**config.mk**
```make
export PLATFORM = sky130hd
export DESIGN_NAME = serve_sign_top
export DESIGN_NICKNAME = d
export VERILOG_FILES = /design/src/rtl/serve_pkg.sv /design/src/rtl/btn_sync.sv /design/src/rtl/btn_debounce.sv /design/src/rtl/bcd_sat_counter.sv /design/src/rtl/digit_scan.sv /design/src/rtl/serve_sign_top.sv
export SDC_FILE = /design/constraint.sdc
export NUM_CORES = 1
export LEC_CHECK = 0
export BUFFER_PORTS_ARGS = -buffer_cell sky130_fd_sc_hd__buf_2
export CORE_MARGIN = 3
export CORE_UTILIZATION = 55
export DETAILED_ROUTE_END_ITERATION = 7
export GPL_ROUTABILITY_DRIVEN = 0
export PLACE_DENSITY = 0.68
export SLEW_MARGIN = 20
export SYNTH_ARGS = -nofsm -noshare
export SYNTH_HDL_FRONTEND = slang
export SYNTH_HIERARCHICAL = 1
export SYNTH_SLANG_ARGS = --single-unit
```
**constraint.sdc**
```tcl
create_clock -name clk_i -period 3.5 [get_ports clk_i]
set_clock_uncertainty 0.05 [all_clocks]
set_input_delay 0.875 -clock clk_i [delete_from_list [all_inputs] [get_ports clk_i]]
set_output_delay 0.875 -clock clk_i [all_outputs]
set_load 0.02 [all_outputs]
```
**src/rtl/serve_pkg.sv**
```systemverilog
package serve_pkg;

  localparam int unsigned SEG_W  = 7;
  localparam int unsigned BCD_W  = 4;
  localparam int unsigned DIG_N  = 2;

  typedef logic [BCD_W-1:0] bcd_t;
  typedef logic [SEG_W-1:0] seg_t;

  // segment a at bit 0 ... g at bit 6, active high
  function automatic seg_t bcd_to_seg(input bcd_t d);
    seg_t s;
    unique case (d)
      4'd0:    s = 7'h3F;
      4'd1:    s = 7'h06;
      4'd2:    s = 7'h5B;
      4'd3:    s = 7'h4F;
      4'd4:    s = 7'h66;
      4'd5:    s = 7'h6D;
      4'd6:    s = 7'h7D;
      4'd7:    s = 7'h07;
      4'd8:    s = 7'h7F;
      4'd9:    s = 7'h6F;
      default: s = 7'h00;
    endcase
    return s;
  endfunction

endpackage

```
**src/rtl/btn_sync.sv**
```systemverilog
module btn_sync #(
  parameter int unsigned WIDTH  = 2,
  parameter int unsigned STAGES = 2
) (
  input  logic             clk_i,
  input  logic             rst_ni,
  input  logic [WIDTH-1:0] async_i,
  output logic [WIDTH-1:0] sync_o
);

  for (genvar b = 0; b < WIDTH; b++) begin : g_bit
    logic [STAGES-1:0] chain_q;
    always_ff @(posedge clk_i or negedge rst_ni) begin
      if (!rst_ni) chain_q <= '0;
      else         chain_q <= {chain_q[STAGES-2:0], async_i[b]};
    end
    assign sync_o[b] = chain_q[STAGES-1];
  end

endmodule

```
**src/rtl/btn_debounce.sv**
```systemverilog
module btn_debounce #(
  parameter int unsigned STABLE_CYC = 1000
) (
  input  logic clk_i,
  input  logic rst_ni,
  input  logic raw_i,
  output logic level_o,
  output logic rise_o
);

  localparam int unsigned CW = (STABLE_CYC < 2) ? 1 : $clog2(STABLE_CYC);
  localparam logic [CW-1:0] CNT_LAST = CW'(STABLE_CYC - 1);

  logic [CW-1:0] cnt_q;

  always_ff @(posedge clk_i or negedge rst_ni) begin
    if (!rst_ni) begin
      cnt_q   <= '0;
      level_o <= 1'b0;
      rise_o  <= 1'b0;
    end else begin
      rise_o <= 1'b0;
      if (raw_i == level_o) begin
        cnt_q <= '0;
      end else if (cnt_q == CNT_LAST) begin
        cnt_q   <= '0;
        level_o <= raw_i;
        rise_o  <= raw_i;
      end else begin
        cnt_q <= cnt_q + 1'b1;
      end
    end
  end

  // one accepted edge yields a single-cycle pulse
  p_single_pulse_r6: assert property (@(posedge clk_i) disable iff (!rst_ni)
    rise_o |=> !rise_o);

  // filtered level only rises together with the pulse
  p_rise_marks_edge_r6: assert property (@(posedge clk_i) disable iff (!rst_ni)
    $rose(level_o) |-> rise_o);

endmodule

```
**src/rtl/bcd_sat_counter.sv**
```systemverilog
module bcd_sat_counter
  import serve_pkg::*;
#(
  parameter int unsigned LIMIT_TENS = 8
) (
  input  logic clk_i,
  input  logic rst_ni,
  input  logic clr_i,
  input  logic inc_i,
  output bcd_t ones_o,
  output bcd_t tens_o
);

  localparam bcd_t TENS_TOP = BCD_W'(LIMIT_TENS);
  localparam bcd_t ONES_TOP = BCD_W'(9);

  logic at_limit;
  logic ones_wrap;

  assign at_limit  = (tens_o == TENS_TOP);
  assign ones_wrap = (ones_o == ONES_TOP);

  always_ff @(posedge clk_i or negedge rst_ni) begin
    if (!rst_ni) begin
      ones_o <= '0;
      tens_o <= '0;
    end else if (clr_i) begin
      ones_o <= '0;
      tens_o <= '0;
    end else if (inc_i && !at_limit) begin
      if (ones_wrap) begin
        ones_o <= '0;
        tens_o <= tens_o + 1'b1;
      end else begin
        ones_o <= ones_o + 1'b1;
      end
    end
  end

  p_clear_zero_r5: assert property (@(posedge clk_i) disable iff (!rst_ni)
    clr_i |=> (ones_o == '0 && tens_o == '0));

  p_clear_wins_r7: assert property (@(posedge clk_i) disable iff (!rst_ni)
    (clr_i && inc_i) |=> (ones_o == '0 && tens_o == '0));

  p_step_one_r2: assert property (@(posedge clk_i) disable iff (!rst_ni)
    (inc_i && !clr_i && !at_limit && !ones_wrap) |=>
      (ones_o == $past(ones_o) + 1'b1 && $stable(tens_o)));

  p_carry_r3: assert property (@(posedge clk_i) disable iff (!rst_ni)
    (inc_i && !clr_i && !at_limit && ones_wrap) |=>
      (ones_o == '0 && tens_o == $past(tens_o) + 1'b1));

  p_hold_r4: assert property (@(posedge clk_i) disable iff (!rst_ni)
    (at_limit && !clr_i) |=> ($stable(ones_o) && $stable(tens_o)));

  p_range_r1: assert property (@(posedge clk_i) disable iff (!rst_ni)
    (ones_o <= ONES_TOP) && (tens_o <= TENS_TOP) && (!at_limit || ones_o == '0));

endmodule

```
**src/rtl/digit_scan.sv**
```systemverilog
module digit_scan
  import serve_pkg::*;
#(
  parameter int unsigned HOLD_CYC = 50000
) (
  input  logic             clk_i,
  input  logic             rst_ni,
  input  bcd_t             ones_i,
  input  bcd_t             tens_i,
  output seg_t             seg_o,
  output logic [DIG_N-1:0] dig_en_no
);

  localparam int unsigned CW = (HOLD_CYC < 2) ? 1 : $clog2(HOLD_CYC);
  localparam logic [CW-1:0] CNT_LAST = CW'(HOLD_CYC - 1);

  logic [CW-1:0] div_q;
  logic          sel_q;   // 0: ones, 1: tens
  logic          tick;

  assign tick = (div_q == CNT_LAST);

  always_ff @(posedge clk_i or negedge rst_ni) begin
    if (!rst_ni) begin
      div_q <= '0;
      sel_q <= 1'b0;
    end else if (tick) begin
      div_q <= '0;
      sel_q <= ~sel_q;
    end else begin
      div_q <= div_q + 1'b1;
    end
  end

  always_ff @(posedge clk_i or negedge rst_ni) begin
    if (!rst_ni) begin
      seg_o     <= '0;
      dig_en_no <= '1;
    end else begin
      seg_o     <= bcd_to_seg(sel_q ? tens_i : ones_i);
      dig_en_no <= sel_q ? 2'b01 : 2'b10;
    end
  end

  p_no_overlap_r9: assert property (@(posedge clk_i) disable iff (!rst_ni)
    dig_en_no != 2'b00);

  p_one_lit_r9: assert property (@(posedge clk_i) disable iff (!rst_ni)
    $past(rst_ni) |-> $countones(dig_en_no) == 1);

  p_seg_legal_r8: assert property (@(posedge clk_i) disable iff (!rst_ni)
    $past(rst_ni) |-> (seg_o != 7'h00));

endmodule

```
**src/rtl/serve_sign_top.sv**
```systemverilog
module serve_sign_top
  import serve_pkg::*;
#(
  parameter int unsigned CLK_HZ      = 100_000_000,
  parameter int unsigned DEBOUNCE_US = 10_000,
  parameter int unsigned SCAN_HZ     = 2000,
  parameter int unsigned LIMIT_TENS  = 8
) (
  input  logic       clk_i,
  input  logic       rst_ni,
  input  logic       adv_btn_i,
  input  logic       clr_btn_i,
  output logic [6:0] seg_o,
  output logic [1:0] dig_en_no
);

  localparam longint DB_CALC    = (longint'(CLK_HZ) * longint'(DEBOUNCE_US)) / 64'd1_000_000;
  localparam int unsigned DB_CYC   = (DB_CALC < 1) ? 1 : int'(DB_CALC);
  localparam int unsigned HOLD_CYC = (CLK_HZ / SCAN_HZ < 1) ? 1 : CLK_HZ / SCAN_HZ;

  logic [1:0] btn_s;
  logic       adv_lvl;
  logic       inc;
  bcd_t       ones, tens;

  btn_sync #(.WIDTH(2), .STAGES(2)) u_sync (
    .clk_i   (clk_i),
    .rst_ni  (rst_ni),
    .async_i ({clr_btn_i, adv_btn_i}),
    .sync_o  (btn_s)
  );

  btn_debounce #(.STABLE_CYC(DB_CYC)) u_db (
    .clk_i   (clk_i),
    .rst_ni  (rst_ni),
    .raw_i   (btn_s[0]),
    .level_o (adv_lvl),
    .rise_o  (inc)
  );

  bcd_sat_counter #(.LIMIT_TENS(LIMIT_TENS)) u_cnt (
    .clk_i  (clk_i),
    .rst_ni (rst_ni),
    .clr_i  (btn_s[1]),
    .inc_i  (inc),
    .ones_o (ones),
    .tens_o (tens)
  );

  digit_scan #(.HOLD_CYC(HOLD_CYC)) u_scan (
    .clk_i     (clk_i),
    .rst_ni    (rst_ni),
    .ones_i    (ones),
    .tens_i    (tens),
    .seg_o     (seg_o),
    .dig_en_no (dig_en_no)
  );

  // releasing clear never steps the count
  p_release_quiet_r5: assert property (@(posedge clk_i) disable iff (!rst_ni)
    ($fell(btn_s[1]) && !inc) |=> (ones == '0 && tens == '0));

  // increments only come from a settled high level
  p_inc_needs_level_r6: assert property (@(posedge clk_i) disable iff (!rst_ni)
    inc |-> adv_lvl);

endmodule

```
Word level (Yosys, flattened, before mapping)

Memory sizes are Yosys's and may differ from the RTL's. A register that Yosys moved wholly into a read port is not among the register bits.
Index checks and enable logic that the tools add are counted.

Output and inout port bits: 9
Register bits: 53
Memories: 1
Bits in read-only memories: 112
Logic and storage cells: 42
Input bits: 4

Reductions and logical operators: 7
Equal/unequal tests: 5
Mux-type cells: 13
$add $sub $neg: 4
Bitwise logic cells: 2

Memories:

| memory           | words | bits a word | rd ports | clocked after memory_dff | wr ports | RTL line        | text |
|---|---|---|---|---|---|---|---|
| (name not given) | 16    | 7           | 1        | 1                        | 0        | serve_pkg.sv:13 | `unique case (d)` |

Operators with widths:

| operator              | count |
|---|---|
| $mux 20               | 2 |
| $mux 4                | 7 |
| $add 20x1->20 const B | 1 |
| $eq 20x20->1 const B  | 1 |
| $add 16x1->16 const B | 1 |
| $eq 16x16->1 const B  | 1 |
| $mux 16               | 1 |
| $add 4x1->4 const B   | 2 |
| $eq 4x4->1 const B    | 2 |
| $reduce_and 2->1      | 2 |
| $reduce_bool 2->1     | 2 |
| $logic_not 1->1       | 2 |
| $mux 1                | 2 |
| $mux 2                | 1 |
| $not 1->1             | 2 |
| $eq 1x1->1            | 1 |
| $logic_and 1x1->1     | 1 |

Logic depth before layout (Yosys ltp)

Depth in word-level cells: 5
Gate-level depth with buffers: 7
Mapped depth without buffers: 6

Modules after synthesis

Netlist, hierarchy kept.

By module, submodules not included:

| module          | times used | area each (um^2) | cells each |
|---|---|---|---|
| digit_scan      | 1          | 1,239.9          | 110 |
| btn_debounce    | 1          | 1,086.0          | 114 |
| bcd_sat_counter | 1          | 516.7            | 56 |
| btn_sync        | 1          | 115.1            | 6 |

Least setup slack after synthesis

No wires, ideal clock.

Kind: reg-to-reg
Start point: reg u_db.cnt_q[0]
End point: reg u_db.cnt_q[18]
Data arrival time: 1.897 ns
Cell stages (with the launch flop): 7
Setup slack: 1.475 ns
Path buffers: 1
Period minus slack after synthesis: 2.025 ns
Required time: 3.372 ns
Setup time: 0.078 ns
Path through: dfrtp_1 > ha_1 > nand2_1 > or4_1 > buf_2 > or4_1 > a21oi_1

Cells in the longest elaborated chain, start to end: 3
Elaborated cells between the ends (all ways): 4

RTL lines:

| what                                                 | RTL line                               | text |
|---|---|---|
| start, declared                                      | btn_debounce.sv:14                     | `logic [CW-1:0] cnt_q;` |
| start signal, assigned                               | btn_debounce.sv:30                     | `cnt_q <= cnt_q + 1'b1;` |
| $add 20x1->20 / $eq 20x20->1 (equally long branches) | btn_debounce.sv:30, btn_debounce.sv:25 |  |
| $mux 20 (*)                                          | btn_debounce.sv:25                     | `end else if (cnt_q == CNT_LAST) begin` |
| $mux 20 (*)                                          | btn_debounce.sv:23                     | `if (raw_i == level_o) begin` |

Mark *: on every way between the ends. The rest lies on a longest branch, timed or not.
A chain may end at the register's enable or synchronous reset.

Final worst setup path

Ends and elaborated chain as after synthesis.

==> results.md <==
- Post-synth top area share: between 40 and 50%
- Class of the most critical setup path: reg -> reg
- Clock Sinks: 60
- R2R setup slack: roughly 1.3 ns
- Post-synth EDFFs: 0
- Die span in x: about 79 um
- Commonest non-fill, non-tap cells in the layout: dfrtp_1, nor2_1, a21oi_1
- Initial antenna violation count: 0
- VDD IR-drop max: approximately 0.34 mV
- Fin crit share: between 60% and 70%
- First drt pass iteration count: 4
- Static Leak: about 1.4 nW
- Largest net degree at the start of global routing: 33
- CTS Buf Count: 9
- Detailed-route DRC error count: 0
- Final TNS setup: 0 ns
- Outcome: finished clean
- PD cells: 445 nW/um^2
- Initial Utilization: a little under three fifths
- Setup WS post-layout: approximately 1.3 ns
- Fin cells: 375
- Top cells by area, synth: dfrtp_1, ha_1, xnor2_1
- Vias per cell: between 5 and 6
- Post-synthesis cell type count: 47
- Slowest Stage Delay on Critical Path: about 0.65 ns
- Commonest non-fill, non-tap cell in the layout: dfrtp_1
- Ratio of cells with drive above 1 in the final layout: 14.1%
- Max_cap viols: 0
- Hold_buf cts: 0
- Final WL: a little over 5000 um
- Synth area leader: dfrtp_1
- DP Cell Count: 359
- Crit path buffers/inverters: 0
- Hold depth: 0
- Share of flip-flops with an asynchronous set or reset: 100%
- Die area: around 6300 um^2
- Worst-skew pair later-pin latency: 0.33 ns
- Setup crit start kind: flop
- Cell family contributing the most delay on the critical path: simple AND/OR/NAND/NOR gates
- Ports: 13
- CP max-delay cell: or4_1
- Synth Cell Area: 2960 um^2
- DR iter-0 viols: 82
- H-tree depth: 3
- Fin. Hold Viols: 0
- Dpl hpwl: ~3500 um
- CP Cell Sequence: ha_1, nand2_1, or4_1, or4_1, a21oi_1
- ANT cells: 0
- Start point of the worst hold path: u_sync/g_bit[0].chain_q[0]
- Syn Inst Count: 286
- Data required, critical path: 3.71 ns
- Worst r2r src: u_db/cnt_q[0]
- Synth warnings: 6
- DRT antenna net count: 0
- Number of placement rows: 26
- Cells on worst reg2reg path: 5
- Total vias in the final route: 2,107
- Worst Setup End Kind: flop
- Area Growth Syn to Fin: 11.7%
- GRT overflow: 0
- RSZ-0062 raised after global routing: false
- Crit path top cell by count: or4_1
- CTS tree: yes
- CP Max Fanout: 8
- CP arrival: between 2 and 2.5 ns
- Clock transition at the registers of the reported paths: 0.07 ns
- Postcts setup bufs: 0
- First-pass GRT wire length: 8600 um
- Mean routed wirelength per cell: approximately 14 um
- FMAX: between 0.4 and 0.5 GHz
- Synth Net Count: 302
- FF+latch count, synth: 60
- Pre-CTS setup slack: roughly 1.4 ns
- All-Layer GR Usage: approximately 18%
- Final setup viols: 0
- Worst Max-Slew Pin Slew: around 0.73 ns
- Worst flop-to-flop path endpoint: u_db/cnt_q[18]
- Nets: 316
- Finished Core Util: 64.3%
- Min-Delay Endpoint: u_sync/g_bit[0].chain_q[1]
- Crit path time final: between 2 and 2.5 ns
- Root buffer cell: clkbuf_8
- Main synth FF type: dfrtp_1
- Max clock buf depth: 2
- Register area share after synthesis: 50.8%
- Worst relative slew slack: 50.2%
- Die Ht: roughly 79 um
- Vias in the first global route: between 1,500 and 2,000
- Hold WC Path Type: reg -> reg
- Post-CTS resize count: 0
- Max Slew Vio Count: 0
- Avg Inst Size Synth: around 10 um^2
- Port Buffers: 12
- Core ar.: ~5100 um^2
- Power, Total: 1.47 mW
-- metrics by stage --
step	hold slack [ns]	cell area, um^2
2_1_floorplan	0.281	2960
3_3_place_gp	0.282	3070
3_5_place_dp	0.286	3070
4_1_cts	0.303	3300
5_1_grt	0.310	3300
6_report	0.301	3300
-- cell families (layout without fill, tap and decap cells) --
kind of cell / Yosys count / count (layout) / share of synthesized area, %
adders and majority gates: 12 / 12 / 5.08
xor gates and xnor gates: 25 / 25 / 7.40
DFF: 60 / 60 / 50.8
muxes: 6 / 6 / 2.12
AOI/OAI and AO/OA: 47 / 47 / 9.14
and+or+nand+nor: 106 / 106 / 21.0
buffers and inverters: 30 / 49 / 4.40
-- final cells by class --
cell class	count	area [um^2]
multi-input combinational	196	1320
fill	419	1840
tap	70	87.6
clock inverter	7	115
inverter	18	67.6
sequential	60	1500
clock buffer	9	124
timing repair buffer	15	82.6
-- worst reg2reg max path, delay by kind of cell (launching register included) --
family	cells	cell delay [ns]
and+or+nand+nor	3	1.27
DFF	1	0.40
adders and majority gates	1	0.24
AOI/OAI and AO/OA	1	0.15
-- how the worst max path moves through the flow --
stage                              from              to  slack [ns]  depth (start not counted)
final                     u_db/cnt_q[0]  u_db/cnt_q[18]        1.32                          5
after global routing      u_db/cnt_q[0]  u_db/cnt_q[18]        1.22                          5
after CTS                 u_db/cnt_q[0]  u_db/cnt_q[18]        1.34                          5
after detailed placement  u_db/cnt_q[0]  u_db/cnt_q[18]        1.35                          5
after global placement    u_db/cnt_q[0]  u_db/cnt_q[18]        1.40                          5
after floorplan           u_db/cnt_q[0]  u_db/cnt_q[18]        1.47                          6
-- synth_stat cells, types with 2 or more instances --
cell type / number
dfrtp_1: 58
nor2_1: 26
a21oi_1: 18
inv_1: 17
o21ai_0: 14
xnor2_1: 14
nand4_1: 13
ha_1: 12
nand3_1: 11
xor2_1: 11
nand2_1: 10
clkbuf_1: 7
or4_1: 7
o31ai_1: 6
and3_1: 4
mux2i_1: 4
nand3b_1: 4
or3_1: 4
and3b_1: 3
nor3_1: 3
nor4_1: 3
or3_2: 3
buf_2: 2
buf_4: 2
dfstp_2: 2
mux2_2: 2
nor2b_1: 2
nor4bb_1: 2
o21ai_1: 2
o22ai_1: 2
or4b_1: 2
-- registers in the layout (all words and copies together), names as in the netlist --
register / count
u_cnt/tens_o: 4
u_scan/div_q: 16
u_db/cnt_q: 20
u_sync/g_bit.chain_q: 4
u_db/level_o: 1
u_db/rise_o: 1
u_scan/seg_o: 7
u_scan/sel_q: 1
u_cnt/ones_o: 4
u_scan/dig_en_no: 2
-- where the power goes --
part	internal, mW	switching, mW	total [mW]	leakage, nW
Clock	0.470	0.270	0.740	0.115
Sequential	0.699	0.00598	0.705	0.774
Combinational	0.00671	0.0197	0.0264	0.504
Total	1.18	0.296	1.47	1.39
-- layer usage --
metal	vias up	GRT usage, %	part of all wire [%]	wire, um
met5	-	0	0	0
met3	6	5.78	4.9	251
met4	0	7.90	1.5	79
li1	1041	-	-	-
met1	1007	23.8	49	2530
met2	53	26.3	44	2250
No activity file was read; power rests on OpenSTA's default activity.
